### config.mk
export PLATFORM = sky130hd
export DESIGN_NAME = tmr_capture_unit
export DESIGN_NICKNAME = d
export VERILOG_FILES = /design/src/rtl/cap_pkg.sv /design/src/rtl/cap_edge_det.sv /design/src/rtl/cap_channel.sv /design/src/rtl/tmr_capture_unit.sv
export SDC_FILE = /design/constraint.sdc
export NUM_CORES = 1
export LEC_CHECK = 0
export ABC_AREA = 1
export BUFFER_PORTS_ARGS = -buffer_cell sky130_fd_sc_hd__buf_4
export CAP_MARGIN = 20
export CORE_ASPECT_RATIO = 1.4
export CORE_MARGIN = 4
export CORE_UTILIZATION = 35
export CTS_CLUSTER_DIAMETER = 40
export DETAILED_ROUTE_END_ITERATION = 8
export PLACE_DENSITY = 0.53
export SETUP_SLACK_MARGIN = 0.5
export SYNTH_ARGS = -nofsm -noshare
export SYNTH_HDL_FRONTEND = slang
export SYNTH_HIERARCHICAL = 1
export SYNTH_SLANG_ARGS = --single-unit
### constraint.sdc
create_clock -name clk -period 2.8 [get_ports clk]
set_input_delay 0.42 -clock clk [delete_from_list [all_inputs] [get_ports clk]]
set_output_delay 0.42 -clock clk [all_outputs]
set_load 0.02 [all_outputs]
### src/rtl/cap_pkg.sv
package cap_pkg;
  localparam int NCH = 2;

  typedef enum logic [1:0] {
    EDGE_NONE = 2'd0,
    EDGE_RISE = 2'd1,
    EDGE_FALL = 2'd2,
    EDGE_BOTH = 2'd3
  } edge_sel_e;

  localparam logic [2:0] ADDR_CTRL = 3'd0;
  localparam logic [2:0] ADDR_IEN  = 3'd1;
  localparam logic [2:0] ADDR_FLAG = 3'd2;
  localparam logic [2:0] ADDR_CNT  = 3'd3;
  localparam logic [2:0] ADDR_CAP0 = 3'd4;

  localparam int CTRL_RUN  = 0;
  localparam int CTRL_CLR  = 1;
  localparam int CTRL_MODE = 2;  // + channel
  localparam int CTRL_EDGE = 4;  // + 2*channel
  localparam int IEN_OVR   = NCH;
endpackage

### src/rtl/cap_edge_det.sv
module cap_edge_det
  import cap_pkg::*;
(
  input  logic      clk,
  input  logic      rst_n,
  input  logic      din,
  input  edge_sel_e sel,
  output logic      hit
);
  logic s1_q, s2_q, prev_q;
  logic rise, fall;

  always_ff @(posedge clk or negedge rst_n) begin
    if (!rst_n) begin
      s1_q   <= 1'b0;
      s2_q   <= 1'b0;
      prev_q <= 1'b0;
    end else begin
      s1_q   <= din;
      s2_q   <= s1_q;
      prev_q <= s2_q;
    end
  end

  assign rise = s2_q & ~prev_q;
  assign fall = ~s2_q & prev_q;

  always_comb begin
    unique case (sel)
      EDGE_RISE: hit = rise;
      EDGE_FALL: hit = fall;
      EDGE_BOTH: hit = rise | fall;
      default:   hit = 1'b0;
    endcase
  end
endmodule

### src/rtl/cap_channel.sv
module cap_channel #(
  parameter int CNT_W = 16
) (
  input  logic             clk,
  input  logic             rst_n,
  input  logic             armed,
  input  logic             hit,
  input  logic [CNT_W-1:0] cnt,
  input  logic             clr_cap,
  input  logic             clr_ovr,
  output logic [CNT_W-1:0] cap_q,
  output logic             cap_flag_q,
  output logic             ovr_flag_q
);
  logic             evt;
  logic [CNT_W-1:0] cap_d;
  logic             cap_flag_d, ovr_flag_d;

  assign evt = armed & hit;

  always_comb begin
    cap_d      = evt ? cnt : cap_q;
    cap_flag_d = evt | (cap_flag_q & ~clr_cap);
    ovr_flag_d = (evt & cap_flag_q) | (ovr_flag_q & ~clr_ovr);
  end

  always_ff @(posedge clk or negedge rst_n) begin
    if (!rst_n) begin
      cap_q      <= '0;
      cap_flag_q <= 1'b0;
      ovr_flag_q <= 1'b0;
    end else begin
      cap_q      <= cap_d;
      cap_flag_q <= cap_flag_d;
      ovr_flag_q <= ovr_flag_d;
    end
  end

  // capture takes the counter value and raises the done flag
  a_r3_capture_loads: assert property (@(posedge clk) disable iff (!rst_n)
    evt |=> (cap_q == $past(cnt)) && cap_flag_q);
  // capture over an unacknowledged value marks overwrite
  a_r4_overwrite_marked: assert property (@(posedge clk) disable iff (!rst_n)
    (evt && cap_flag_q) |=> ovr_flag_q);
  // set beats a simultaneous clear
  a_r8_set_wins: assert property (@(posedge clk) disable iff (!rst_n)
    (evt && clr_cap) |=> cap_flag_q);
  // a disarmed channel keeps its captured value
  a_r1_disarmed_hold: assert property (@(posedge clk) disable iff (!rst_n)
    !armed |=> $stable(cap_q));
endmodule

### src/rtl/tmr_capture_unit.sv
module tmr_capture_unit
  import cap_pkg::*;
#(
  parameter int CNT_W = 16,
  parameter int REG_W = 16
) (
  input  logic             clk,
  input  logic             rst_n,
  input  logic             reg_wr,
  input  logic [2:0]       reg_addr,
  input  logic [REG_W-1:0] reg_wdata,
  output logic [REG_W-1:0] reg_rdata,
  input  logic             trig_a,
  input  logic             trig_b,
  output logic             irq,
  output logic             cmp_out
);
  localparam int IEN_W = NCH + 1;

  // reset: asserted asynchronously, released on a clock edge
  logic [1:0] rst_sync_q;
  logic       rst_s_n;
  always_ff @(posedge clk or negedge rst_n) begin
    if (!rst_n) rst_sync_q <= 2'b00;
    else        rst_sync_q <= {rst_sync_q[0], 1'b1};
  end
  assign rst_s_n = rst_sync_q[1];

  // control state
  logic             run_q, run_d;
  logic [NCH-1:0]   mode_q, mode_d;
  edge_sel_e        esel_q [NCH];
  edge_sel_e        esel_d [NCH];
  logic [IEN_W-1:0] ien_q, ien_d;
  logic [CNT_W-1:0] cnt_q, cnt_d;
  logic             wr_ctrl, wr_ien, wr_flag, cnt_clr;

  assign wr_ctrl = reg_wr && (reg_addr == ADDR_CTRL);
  assign wr_ien  = reg_wr && (reg_addr == ADDR_IEN);
  assign wr_flag = reg_wr && (reg_addr == ADDR_FLAG);
  assign cnt_clr = wr_ctrl && reg_wdata[CTRL_CLR];

  always_comb begin
    run_d  = run_q;
    mode_d = mode_q;
    ien_d  = ien_q;
    for (int i = 0; i < NCH; i++) esel_d[i] = esel_q[i];
    if (wr_ctrl) begin
      run_d = reg_wdata[CTRL_RUN];
      for (int i = 0; i < NCH; i++) begin
        mode_d[i] = reg_wdata[CTRL_MODE + i];
        esel_d[i] = edge_sel_e'(reg_wdata[CTRL_EDGE + 2*i +: 2]);
      end
    end
    if (wr_ien) ien_d = reg_wdata[IEN_W-1:0];
    if (cnt_clr)    cnt_d = '0;
    else if (run_q) cnt_d = cnt_q + 1'b1;
    else            cnt_d = cnt_q;
  end

  always_ff @(posedge clk or negedge rst_s_n) begin
    if (!rst_s_n) begin
      run_q  <= 1'b0;
      mode_q <= '0;
      ien_q  <= '0;
      cnt_q  <= '0;
      for (int i = 0; i < NCH; i++) esel_q[i] <= EDGE_NONE;
    end else begin
      run_q  <= run_d;
      mode_q <= mode_d;
      ien_q  <= ien_d;
      cnt_q  <= cnt_d;
      for (int i = 0; i < NCH; i++) esel_q[i] <= esel_d[i];
    end
  end

  // channels
  logic [NCH-1:0]   trig_v, hit, cap_flag, ovr_flag;
  logic [CNT_W-1:0] cap_val [NCH];
  assign trig_v = {trig_b, trig_a};

  for (genvar g = 0; g < NCH; g++) begin : g_ch
    cap_edge_det u_edge (
      .clk   (clk),
      .rst_n (rst_s_n),
      .din   (trig_v[g]),
      .sel   (esel_q[g]),
      .hit   (hit[g])
    );
    cap_channel #(.CNT_W(CNT_W)) u_chan (
      .clk        (clk),
      .rst_n      (rst_s_n),
      .armed      (mode_q[g] & run_q),
      .hit        (hit[g]),
      .cnt        (cnt_q),
      .clr_cap    (wr_flag & reg_wdata[g]),
      .clr_ovr    (wr_flag & reg_wdata[NCH + g]),
      .cap_q      (cap_val[g]),
      .cap_flag_q (cap_flag[g]),
      .ovr_flag_q (ovr_flag[g])
    );
  end

  assign irq     = (|(cap_flag & ien_q[NCH-1:0])) | ((|ovr_flag) & ien_q[IEN_OVR]);
  assign cmp_out = 1'b0;

  // register read
  always_comb begin
    reg_rdata = '0;
    unique case (reg_addr)
      ADDR_CTRL: begin
        reg_rdata[CTRL_RUN] = run_q;
        for (int i = 0; i < NCH; i++) begin
          reg_rdata[CTRL_MODE + i]         = mode_q[i];
          reg_rdata[CTRL_EDGE + 2*i +: 2]  = esel_q[i];
        end
      end
      ADDR_IEN:  reg_rdata[IEN_W-1:0] = ien_q;
      ADDR_FLAG: reg_rdata[2*NCH-1:0] = {ovr_flag, cap_flag};
      ADDR_CNT:  reg_rdata = REG_W'(cnt_q);
      ADDR_CAP0: reg_rdata = REG_W'(cap_val[0]);
      3'd5:      reg_rdata = REG_W'(cap_val[1]);
      default:   reg_rdata = '0;
    endcase
  end

  // counting and clearing
  a_r7_count_step: assert property (@(posedge clk) disable iff (!rst_s_n)
    (run_q && !cnt_clr) |=> cnt_q == $past(cnt_q) + 1'b1);
  a_r7_clear_zero: assert property (@(posedge clk) disable iff (!rst_s_n)
    cnt_clr |=> cnt_q == '0);
  // no flag, no request
  a_r5_quiet_irq: assert property (@(posedge clk) disable iff (!rst_s_n)
    ({cap_flag, ovr_flag} == '0) |-> !irq);
  // a channel in mode 0 never raises its done flag
  a_r1_mode_off: assert property (@(posedge clk) disable iff (!rst_s_n)
    (!mode_q[0] && !cap_flag[0]) |=> !cap_flag[0]);
endmodule

==> out/qor.yml, run 1 <==
drt:
  vias: 3021
  antenna_left: 0
  post_drt_wl_per_cell_um: 14.4
  drc_errors: 0
  drt_wl_total_um: 9070
  drtIter0Drc: 166
  dr.pass1.iters: 4
  vias_per_cell: 4.78
timing:
  setup_tns_ns: 0
  hold_ws_ns: 0.194
  rsz0062_at_grt: "false"
  hold_violations: 0
  period_share_pct: 75.5
  period_minus_slack_ns: 2.11
  slew_viol_final: 0
  tightest_slew_ns: 0.901
  finClkSkew_ns: 0.00655
  setup-violations-final: 0
  fmax_mhz: 473
  relSlewSlack_pct: 39.9
cells_and_area:
  fin_nets: 521
  areaGrowthSynthToFinish_pct: 18.2
  seq_area_um2: 1750
  multi_input_area_um2: 1500
  num_antenna_cells: 0
  fin_cells: 632
  num-fill-cells: 1059
  drive_above_1_share_pct: 15.3
worst_setup_path:
  crit_buf_inv: 3
  path_max_fanout: 16
  worstPathCellList: "buf_4 > nor2_1 > nand2_1 > inv_1 > nand2_1 > nand2_1 > a21oi_1 > nand2_1 > buf_4"
  crit_family: "buffers and inverters"
  rrSetupSlack_ns: 1.13
  worstPathArrival_ns: 1.69
  critical_path_required_ns: 2.38
  cp_slowest_cell: "inv_1"
  cpPeakStageDelay_ns: 0.49
  crit_path_start_kind: "input port"
  path_common_cell: "nand2_1"
  cp-end-kind: "primary output"
  crit_type: "input port to primary output"
synthesis:
  yosysTopAreaCell: "dfrtp_1"
  syn-instance-count: 459
  synth_area_per_cell_um2: 7.95
  yosys.area_share.simple_pct: 32.3
  synthAdderAreaFrac_pct: 1.71
  ys.flop_type: "dfrtp_1"
  synth_nets: 488
  ys_seq_elements: 70
  yosysTopAreaCellShare_pct: 48.0
  synthMuxAreaShare_pct: 0
  synth.top_cells.by_count: "nand2_1 (158), dfrtp_1 (70), nand3_1 (59)"
  synth.area.top_cells: "dfrtp_1 (48%), nand2_1 (16%), nand3_1 (8.1%)"
  synth-xor-area-share_pct: 0.240
  synth_seq_area_share_pct: 48.0
  yosys_warnings: 6
  synth-edff-count: 0
  synthArstFlopShare_pct: 100
  synth_compound_area_share_pct: 6.65
  synth.distinct_cells: 30
  synth_top_family_by_area: "simple AND/OR/NAND/NOR gates"
  netlist_area_um2: 3650
  synth_most_common_cell: "nand2_1"
clocking:
  cts_tree: "built"
  cts.path.max_buffers: 2
  cts_made_buffers: 9
  clk_latency_ns: 0.33
  htree_levels: 3
  clk_pin_slew_ns: 0.05
  cts_root_buffer: "clkbuf_16"
  cts_sinks: 70
  cts_setup_buffers: 0
die:
  initial_core_util_pct: 36.3
  fp-row-count: 43
  fp.dieH_um: 129
  core_area_um2: 10100
  die-area_um2: 12200
  ios: 42
  die_w_um: 94.3
global_route:
  met1_usage_pct: 19.9
  first_global_vias: 2931
  use_met2_pct: 26.9
  busiest_layer: "met2"
  grt_start_max_net_pins: 69
  grtUsageTotal_pct: 16.0
  gr-total-overflow: 0
  grt_pass1_wl_um: 14700
  grt_util_met3_pct: 3.04
  antenna_found_initial: 0
place:
  hpwl_um: 6120
  dp.cells: 615
  portBuffers: 32
  gp_congestion: 0.780
outcome:
  status: "complete, no violations"
pwr:
  leakage_uw: 0.00227
  p_per_area_nw_per_um2: 771
  irDropWorstVdd_mv: 0.341
job:
  drv_cap: 0
worst_hold_path:
  hp-class: "input port to flop"
-- metrics by stage --
step                worst slack [ns]  utilization, %  instance area, µm²  power (µW)
global route                   0.520            42.9                4310        3490
finish                         0.687            42.9                4310        3330
global placement               0.678            39.1                3930        1910
floorplan                      0.706               -                3650        1750
detailed placement             0.672            39.1                3930        1930
CTS                            0.664            42.9                4310        3370
-- where the power goes --
part / switching [µW] / internal, µW
Sequential: 175 / 1180
Clock: 437 / 983
Combinational: 351 / 199
-- state kept, by name (all words and copies together), names as in the netlist --
name,cells
cnt_q,16
esel_q,4
g_ch.u_chan/cap_flag_q,2
g_ch.u_chan/cap_q,32
g_ch.u_chan/ovr_flag_q,2
g_ch.u_edge/prev_q,2
g_ch.u_edge/s1_q,2
g_ch.u_edge/s2_q,2
ien_q,3
mode_q,2
rst_sync_q,2
run_q,1
-- logic make-up after synthesis --
kind of cell               count (synthesis)
AOI/OAI and AO/OA                         42
buffers and inverters                     76
xor gates and xnor gates                   1
other                                      2
DFF                                       70
and+or+nand+nor                          263
adders and majority gates                  5
-- worst paths after layout --
kind	endpoint	cells after the start	startpoint
setup / recovery	reg_rdata[2]	9	reg_addr[1]
min in group asynchronous	rst_sync_q[1]	2	rst_n
max in group asynchronous	ien_q[0]	1	rst_sync_q[1]
hold reg to reg	g_ch[0].u_edge/s2_q	0	g_ch[0].u_edge/s1_q
setup reg to reg	g_ch[0].u_chan/cap_q[2]	9	g_ch[0].u_edge/s2_q
hold / removal	g_ch[0].u_edge/s1_q	1	trig_a
-- cells in the final DEF (no fill, tap or decap) --
cell             n
clkinv_2         1
o211ai_1         6
nand3_2          2
clkbuf_8         1
clkinvlp_4       1
nand2_4          1
o22ai_1          1
a21oi_1         11
conb_1           2
nand2_2          7
inv_2            3
o21ai_1          2
o2111ai_1        2
dlygate4sd3_1    1
nand3_1         59
bufinv_16        4
nand4_1          4
nand2_1        158
nor2_1          21
inv_1           55
nand2_8          2
nor2_2           1
o2bb2ai_1        1
dfrtp_2          1
clkbuf_16        9
buf_4           39
dfrtp_1         69
xor2_1           1
o211a_1          1
nor3_1           4
o21ai_0         18
nor2_4           4
ha_1             5
-- layout make-up --
class | count | share of cell area (%)
Inverter | 58 | 5.05
Sequential cell | 70 | 40.6
Clock buffer | 10 | 5.54
Multi-Input combinational cell | 313 | 34.8
Clock inverter | 6 | 3.07
Timing Repair Buffer | 40 | 7.02
Tap cell | 135 | 3.92
-- timing repair --
| action | in CTS | in global routing |
|---|---|---|
| hold buffers | 1 | 0 |
| hold endpoints to repair | 2 | 0 |
| gates resized for setup | 0 | 0 |
-- layer usage --
metal	vias to the layer above	share of wire [%]	routed length, µm
met2	57	50	4570
met5	-	0	0
li1	1504	-	-
met1	1447	44	3960
met3	13	3.8	344
met4	0	2.1	189
Power figures use the tool's default switching activity.
==> run 2, diff against run 1 <==
==> constraint.sdc (replaced) <==
create_clock -name clk -period 2 [get_ports clk]
set_input_delay 0.3 -clock clk [delete_from_list [all_inputs] [get_ports clk]]
set_output_delay 0.3 -clock clk [all_outputs]
set_load 0.02 [all_outputs]
==> run 2 against run 1 <==
Effect of this change:
- routed wire length increased by 12%
- critical endpoint is now reg_rdata[4]
- clock power increased by 6%
- global-route usage increased by 1.2 points
- largest cell class unchanged
- sequential cell count unchanged
- setup slack got worse by 0.23 ns
- non-clock buffer count increased by 40
- largest power group is now sequential cells
- highest routed layer unchanged
- critical path depth decreased by 1
==> out/qor.yml, run 2 (synthesis results as in run 1) <==
drt:
  dr.pass1.iters: 4  # unchanged
  drt_wl_total_um: 10200  # +12%
  vias: 3233  # +7.0%
  drc_errors: 0  # unchanged
  post_drt_wl_per_cell_um: 15.1  # +5.4%
  antenna_left: 0  # unchanged
  vias_per_cell: 4.80  # +0.50%
  drtIter0Drc: 153  # -7.8%
timing:
  hold_ws_ns: 0.0719  # -0.122 ns
  period_share_pct: 77.1
  rsz0062_at_grt: "true"
  hold_violations: 0  # unchanged
  slew_viol_final: 0  # unchanged
  finClkSkew_ns: 0.00474  # -0.00181 ns
  setup-violations-final: 0  # unchanged
  fmax_mhz: 649
  period_minus_slack_ns: 1.54
  setup_tns_ns: 0  # unchanged
place:
  gp_congestion: 0.763  # -2.2%
  hpwl_um: 6250  # +2.2%
  portBuffers: 32  # unchanged
  placed_cell_area_um2: 3970  # +0.89%
cells_and_area:
  drive_above_1_share_pct: 31.6  # +16 points
  areaGrowthSynthToFinish_pct: 34.6
  design_area_um2: 4910  # +14%
  reg_top3: "g_ch.u_chan/cap_q (32), cnt_q (16), esel_q (4)"
  final_cell_mix: "nand2_1 (148), dfrtp_1 (60), buf_4 (57)"
  largest_register: "g_ch.u_chan/cap_q"
  fin_nets: 563  # +8.1%
  num_antenna_cells: 0  # unchanged
  final_util_pct: 48.8  # +6.0 points
  final_common_cell: "nand2_1"
  largest_reg_flops: 32  # unchanged
worst_setup_path:
  worstPathArrival_ns: 1.24  # -0.45 ns
  cp-end-kind: "primary output"
  rrSetupSlack_ns: 0.55  # -0.58 ns
  path_max_fanout: 7  # -9
  crit_path_start_kind: "input port"
  crit_type: "input port to primary output"
  critical_path_required_ns: 1.70  # -0.68 ns
  reg2reg_depth: 8  # -1
die:
  fp-row-count: 43  # unchanged
  ios: 42  # unchanged
  die_w_um: 94.3  # unchanged
  die-area_um2: 12200  # unchanged
  initial_core_util_pct: 36.3  # unchanged
  core_area_um2: 10100  # unchanged
  fp.dieH_um: 129  # unchanged
worst_hold_path:
  min_path_cells: 1  # unchanged
  hp-class: "input port to flop"
clocking:
  clk_pin_slew_ns: 0.05  # about the same
  cts_made_buffers: 9  # unchanged
  cts_tree: "built"
  htree_levels: 3  # unchanged
  cts_root_buffer: "clkbuf_16"
  cts_sinks: 70  # unchanged
  cts.path.max_buffers: 2  # unchanged
  clk_latency_ns: 0.33  # about the same
job:
  drv_cap: 0  # unchanged
pwr:
  leakage_uw: 0.00248  # +9.3%
  irDropWorstVdd_mv: 0.410  # +20%
  p_per_area_nw_per_um2: 933  # +21%
outcome:
  status: "complete, no violations"
global_route:
  first_global_vias: 3159  # +7.8%
  grtUsageTotal_pct: 17.2  # +1.2 points
  gr-total-overflow: 0  # unchanged
  grt_pass1_wl_um: 15900  # +8.2%
  antenna_found_initial: 0  # unchanged
  grt_start_max_net_pins: 69  # unchanged
[run 2: cell types whose count changed in the layout (fill, tap and decap cells not counted), moves of 5 or more]
cell     delta
buf_12      +6
buf_4      +18
buf_6      +12
dfrtp_1     -9
dfrtp_2     +9
inv_1      -14
inv_2       +7
inv_4       +5
nand2_1    -10
nand2_2    +10
nand3_1    -16
nand3_2    +13
[run 2: worst max-delay path: stages]
cell       delay, ns
buf_4           0.13
nand3_2         0.09
inv_4           0.05
buf_12          0.12
clkbuf_16       0.15
nand2_1         0.08
o2111ai_2       0.13
buf_4           0.18
[run 2: path summary, 6_finish.rpt]
kind	startpoint	endpoint
hold reg to reg	rst_sync_q[1]	g_ch[0].u_chan/cap_q[4]
setup reg to reg	g_ch[1].u_edge/s2_q	g_ch[1].u_chan/cap_q[5]
max in group asynchronous	rst_sync_q[1]	esel_q[1]
hold / removal	trig_a	g_ch[0].u_edge/s1_q
min in group asynchronous	rst_sync_q[1]	g_ch[0].u_chan/cap_q[4]
setup / recovery	reg_addr[2]	reg_rdata[4]
[run 2: repair_timing]
| action | in CTS | in global routing |
|---|---|---|
| setup endpoints to repair | 51 | 54 |
| hold endpoints to repair | 2 | 0 |
| gates resized for setup | 35 | 57 |
| pin swaps | 5 | 24 |
| gates cloned | 1 | 4 |
| setup buffers | 18 | 16 |
| hold buffers | 1 | 0 |
[run 2: cell type report]
cell class / instances / area [µm²]
clock buffer: 14 / 274
inverter: 58 / 238
tap: 135 / 169
sequential: 70 / 1760
timing repair buffer: 80 / 773
fill: 1008 / 5150
multi-input combinational: 315 / 1690
clock inverter: 1 / 5.00
[run 2: layer usage]
layer / share of wire (%) / GRT usage (%)
met4: 1.9 / 6.38
met1: 43 / 21.3
met2: 51 / 29.4
met3: 3.7 / 3.57
met5: 0 / 0
[run 2: power breakdown]
part           switching [µW]  internal (µW)  total [µW]  leakage (µW)
combinational             673            540        1210       0.00143
sequential                200           1670        1870      0.000909
clock                     575            933        1510      0.000139
total                    1450           3140        4590       0.00248
[run 2: metrics by stage]
step                instances  total power, µW  setup slack (ns)
global placement          618             2680             0.318
global route              673             4860             0.396
CTS                       653             4430             0.455
finish                    673             4590             0.459
detailed placement        618             2700             0.315
floorplan                 459             2450             0.622
==> run 3, diff against run 2 <==
==> constraint.sdc (replaced) <==
create_clock -name clk -period 1.5 [get_ports clk]
set_input_delay 0.225 -clock clk [delete_from_list [all_inputs] [get_ports clk]]
set_output_delay 0.225 -clock clk [all_outputs]
set_load 0.02 [all_outputs]
==> run 3 against run 2 <==
Effect of this change:
- the flow now finishes with violations (setup timing)
- final area up 17%
- sequential share of layout area down 5.2 points
- utilization grew 8.3 points
- via count grew 12%
- combinational power grew 88%
- non-clock buffer count grew 37
- clock power grew 40%
- clock-buffer cell count rose by 1
- register-to-register slack got worse by 0.56 ns
==> out/qor.yml, run 3 (synthesis results as in run 1) <==
outcome:
  status: "finished with violations"
  failed_checks: "setup timing"
worst_setup_path:
  r2r-start: "g_ch[0].u_edge/s2_q"
  reg2reg_depth: 8  # unchanged
  crit_type: "flop to flop"
  cp-end-kind: "flop"
  path_max_fanout: 8  # +1
  rrSetupSlack_ns: -0.007  # -0.56 ns
  worstPathArrival_ns: 1.74  # +0.50 ns
  r2r_end: "g_ch[0].u_chan/cap_q[3]"
  crit_path_start_kind: "flop"
  critical_path_required_ns: 1.73  # +0.03 ns
die:
  ios: 42  # unchanged
  initial_core_util_pct: 36.3  # unchanged
  die_w_um: 94.3  # unchanged
  fp-row-count: 43  # unchanged
  fp.dieH_um: 129  # unchanged
  core_area_um2: 10100  # unchanged
  die-area_um2: 12200  # unchanged
worst_hold_path:
  min-delay-start: "reg_wdata[4]"
  hp-class: "input port to flop"
  whs_endpoint: "esel_q[2]"
  min_path_cells: 3  # +2
global_route:
  grtUsageTotal_pct: 19.4  # +2.2 points
  antenna_found_initial: 0  # unchanged
  first_global_vias: 3465  # +9.7%
  grt_start_max_net_pins: 28  # -59%
  grt_pass1_wl_um: 17600  # +11%
  gr-total-overflow: 0  # unchanged
timing:
  hold_violations: 0  # unchanged
  setup-violations-final: 3  # +3
  period_minus_slack_ns: 1.51
  hold_ws_ns: 0.123  # +0.0514 ns
  fmax_mhz: 664
  finClkSkew_ns: 0.00372  # -0.00103 ns
  timing.final.ws_setup_ns: -0.00685  # -0.466 ns
  setup_tns_ns: -0.00950  # -0.00950 ns
  period_share_pct: 100
  rsz0062_at_grt: "true"
  slew_viol_final: 0  # unchanged
drt:
  antenna_left: 0  # unchanged
  vias: 3605  # +12%
  drc_errors: 0  # unchanged
  drt_wl_total_um: 12600  # +24%
  post_drt_wl_per_cell_um: 17.7  # +17%
  vias_per_cell: 5.06  # +5.4%
  dr.pass1.iters: 4  # unchanged
  drtIter0Drc: 208  # +36%
clocking:
  cts_sinks: 70  # unchanged
  cts_tree: "built"
  cts.path.max_buffers: 2  # unchanged
  clk_pin_slew_ns: 0.06  # about the same
  cts_made_buffers: 9  # unchanged
  clk_latency_ns: 0.34  # about the same
  cts_root_buffer: "clkbuf_16"
  htree_levels: 3  # unchanged
cells_and_area:
  multi_input_area_um2: 2090  # +24%
  largest_register: "g_ch.u_chan/cap_q"
  num_antenna_cells: 0  # unchanged
  seq_area_um2: 1760  # about the same
  fin_nets: 602  # +6.9%
  areaGrowthSynthToFinish_pct: 57.4
  final_cell_mix: "nand2_1 (127), buf_4 (74), dfrtp_1 (63)"
  reg_top3: "g_ch.u_chan/cap_q (32), cnt_q (16), esel_q (4)"
  largest_reg_flops: 32  # unchanged
  num-fill-cells: 918  # -8.9%
  final_common_cell: "nand2_1"
  drive_above_1_share_pct: 49.2  # +18 points
pwr:
  irDropWorstVdd_mv: 0.644  # +57%
  leakage_uw: 0.00280  # +13%
  p_per_area_nw_per_um2: 1200  # +29%
  p_total_uw: 6890  # +50%
place:
  gp_congestion: 0.851  # +12%
  hpwl_um: 6600  # +5.5%
  pre_cts_ws_ns: -0.0713  # -0.386 ns
  portBuffers: 32  # unchanged
job:
  drv_cap: 0  # unchanged
==> run 3: cell types whose count changed in the layout (fill, tap and decap cells not counted), sizes merged <==
cell / delta
clkbuf: +3
nand2: +1
inv: -3
buf: +33
dlygate4sd3: +2
clkinvlp: +1
nand3: +1
clkinv: +1
==> run 3: what timing repair did <==
action / 4_1_cts / 5_1_grt
hold endpoints to repair: 4 / 0
gates cloned: 4 / 5
hold buffers: 3 / 0
buffers inserted: 34 / 26
pin swaps: 21 / 57
endpoints found under the setup margin: 69 / 76
resized for setup: 64 / 112
==> run 3: critical path: stages (launching register included) <==
cell,delay (ns)
dfrtp_1,0.37
inv_1,0.06
ha_1,0.27
inv_1,0.04
nand3_2,0.07
nand3_4,0.21
clkbuf_16,0.26
nand3_2,0.06
nand2_1,0.05
==> run 3: area by class of cell <==
cell class / count / area share [%]
sequential: 70 / 30.7
inverter: 58 / 4.53
tap: 135 / 2.94
clock buffer: 15 / 5.18
timing repair buffer: 117 / 20.2
multi-input combinational: 317 / 36.4
==> run 3: worst max-delay path by stage <==
stage / from / end / slack, ns / depth (start not counted)
3_3_place_gp: g_ch[0].u_edge/s2_q / g_ch[0].u_chan/cap_q[13] / -0.05 / 8
2_1_floorplan: g_ch[0].u_edge/prev_q / g_ch[0].u_chan/cap_q[5] / 0.15 / 9
5_1_grt: g_ch[0].u_edge/s2_q / g_ch[0].u_chan/cap_q[3] / -0.08 / 8
4_1_cts: run_q / reg_rdata[0] / 0.04 / 5
3_5_place_dp: g_ch[0].u_edge/s2_q / g_ch[0].u_chan/cap_q[13] / -0.07 / 8
6_report: g_ch[0].u_edge/s2_q / g_ch[0].u_chan/cap_q[3] / -0.007 / 8
==> run 3: stage by stage <==
stage,instances,utilization (%),area (µm²)
CTS,681,50.0,5030
floorplan,459,-,3810
global route,712,57.1,5750
detailed placement,625,41.6,4180
global placement,625,41.6,4180
finish,712,57.1,5750
==> run 3: report_power, final <==
part	switching [µW]	internal, µW
clock network	785	1340
registers	271	2220
logic	1220	1060
total	2270	4620
==> run 3: metal layers <==
| metal | vias to the layer above | part of all wire [%] | track usage (%) |
|---|---|---|---|
| met2 | 111 | 52 | 33.0 |
| li1 | 1698 | - | - |
| met5 | - | 0 | 0 |
| met4 | 0 | 4.6 | 9.52 |
| met3 | 47 | 4.9 | 4.74 |
| met1 | 1749 | 38 | 22.5 |
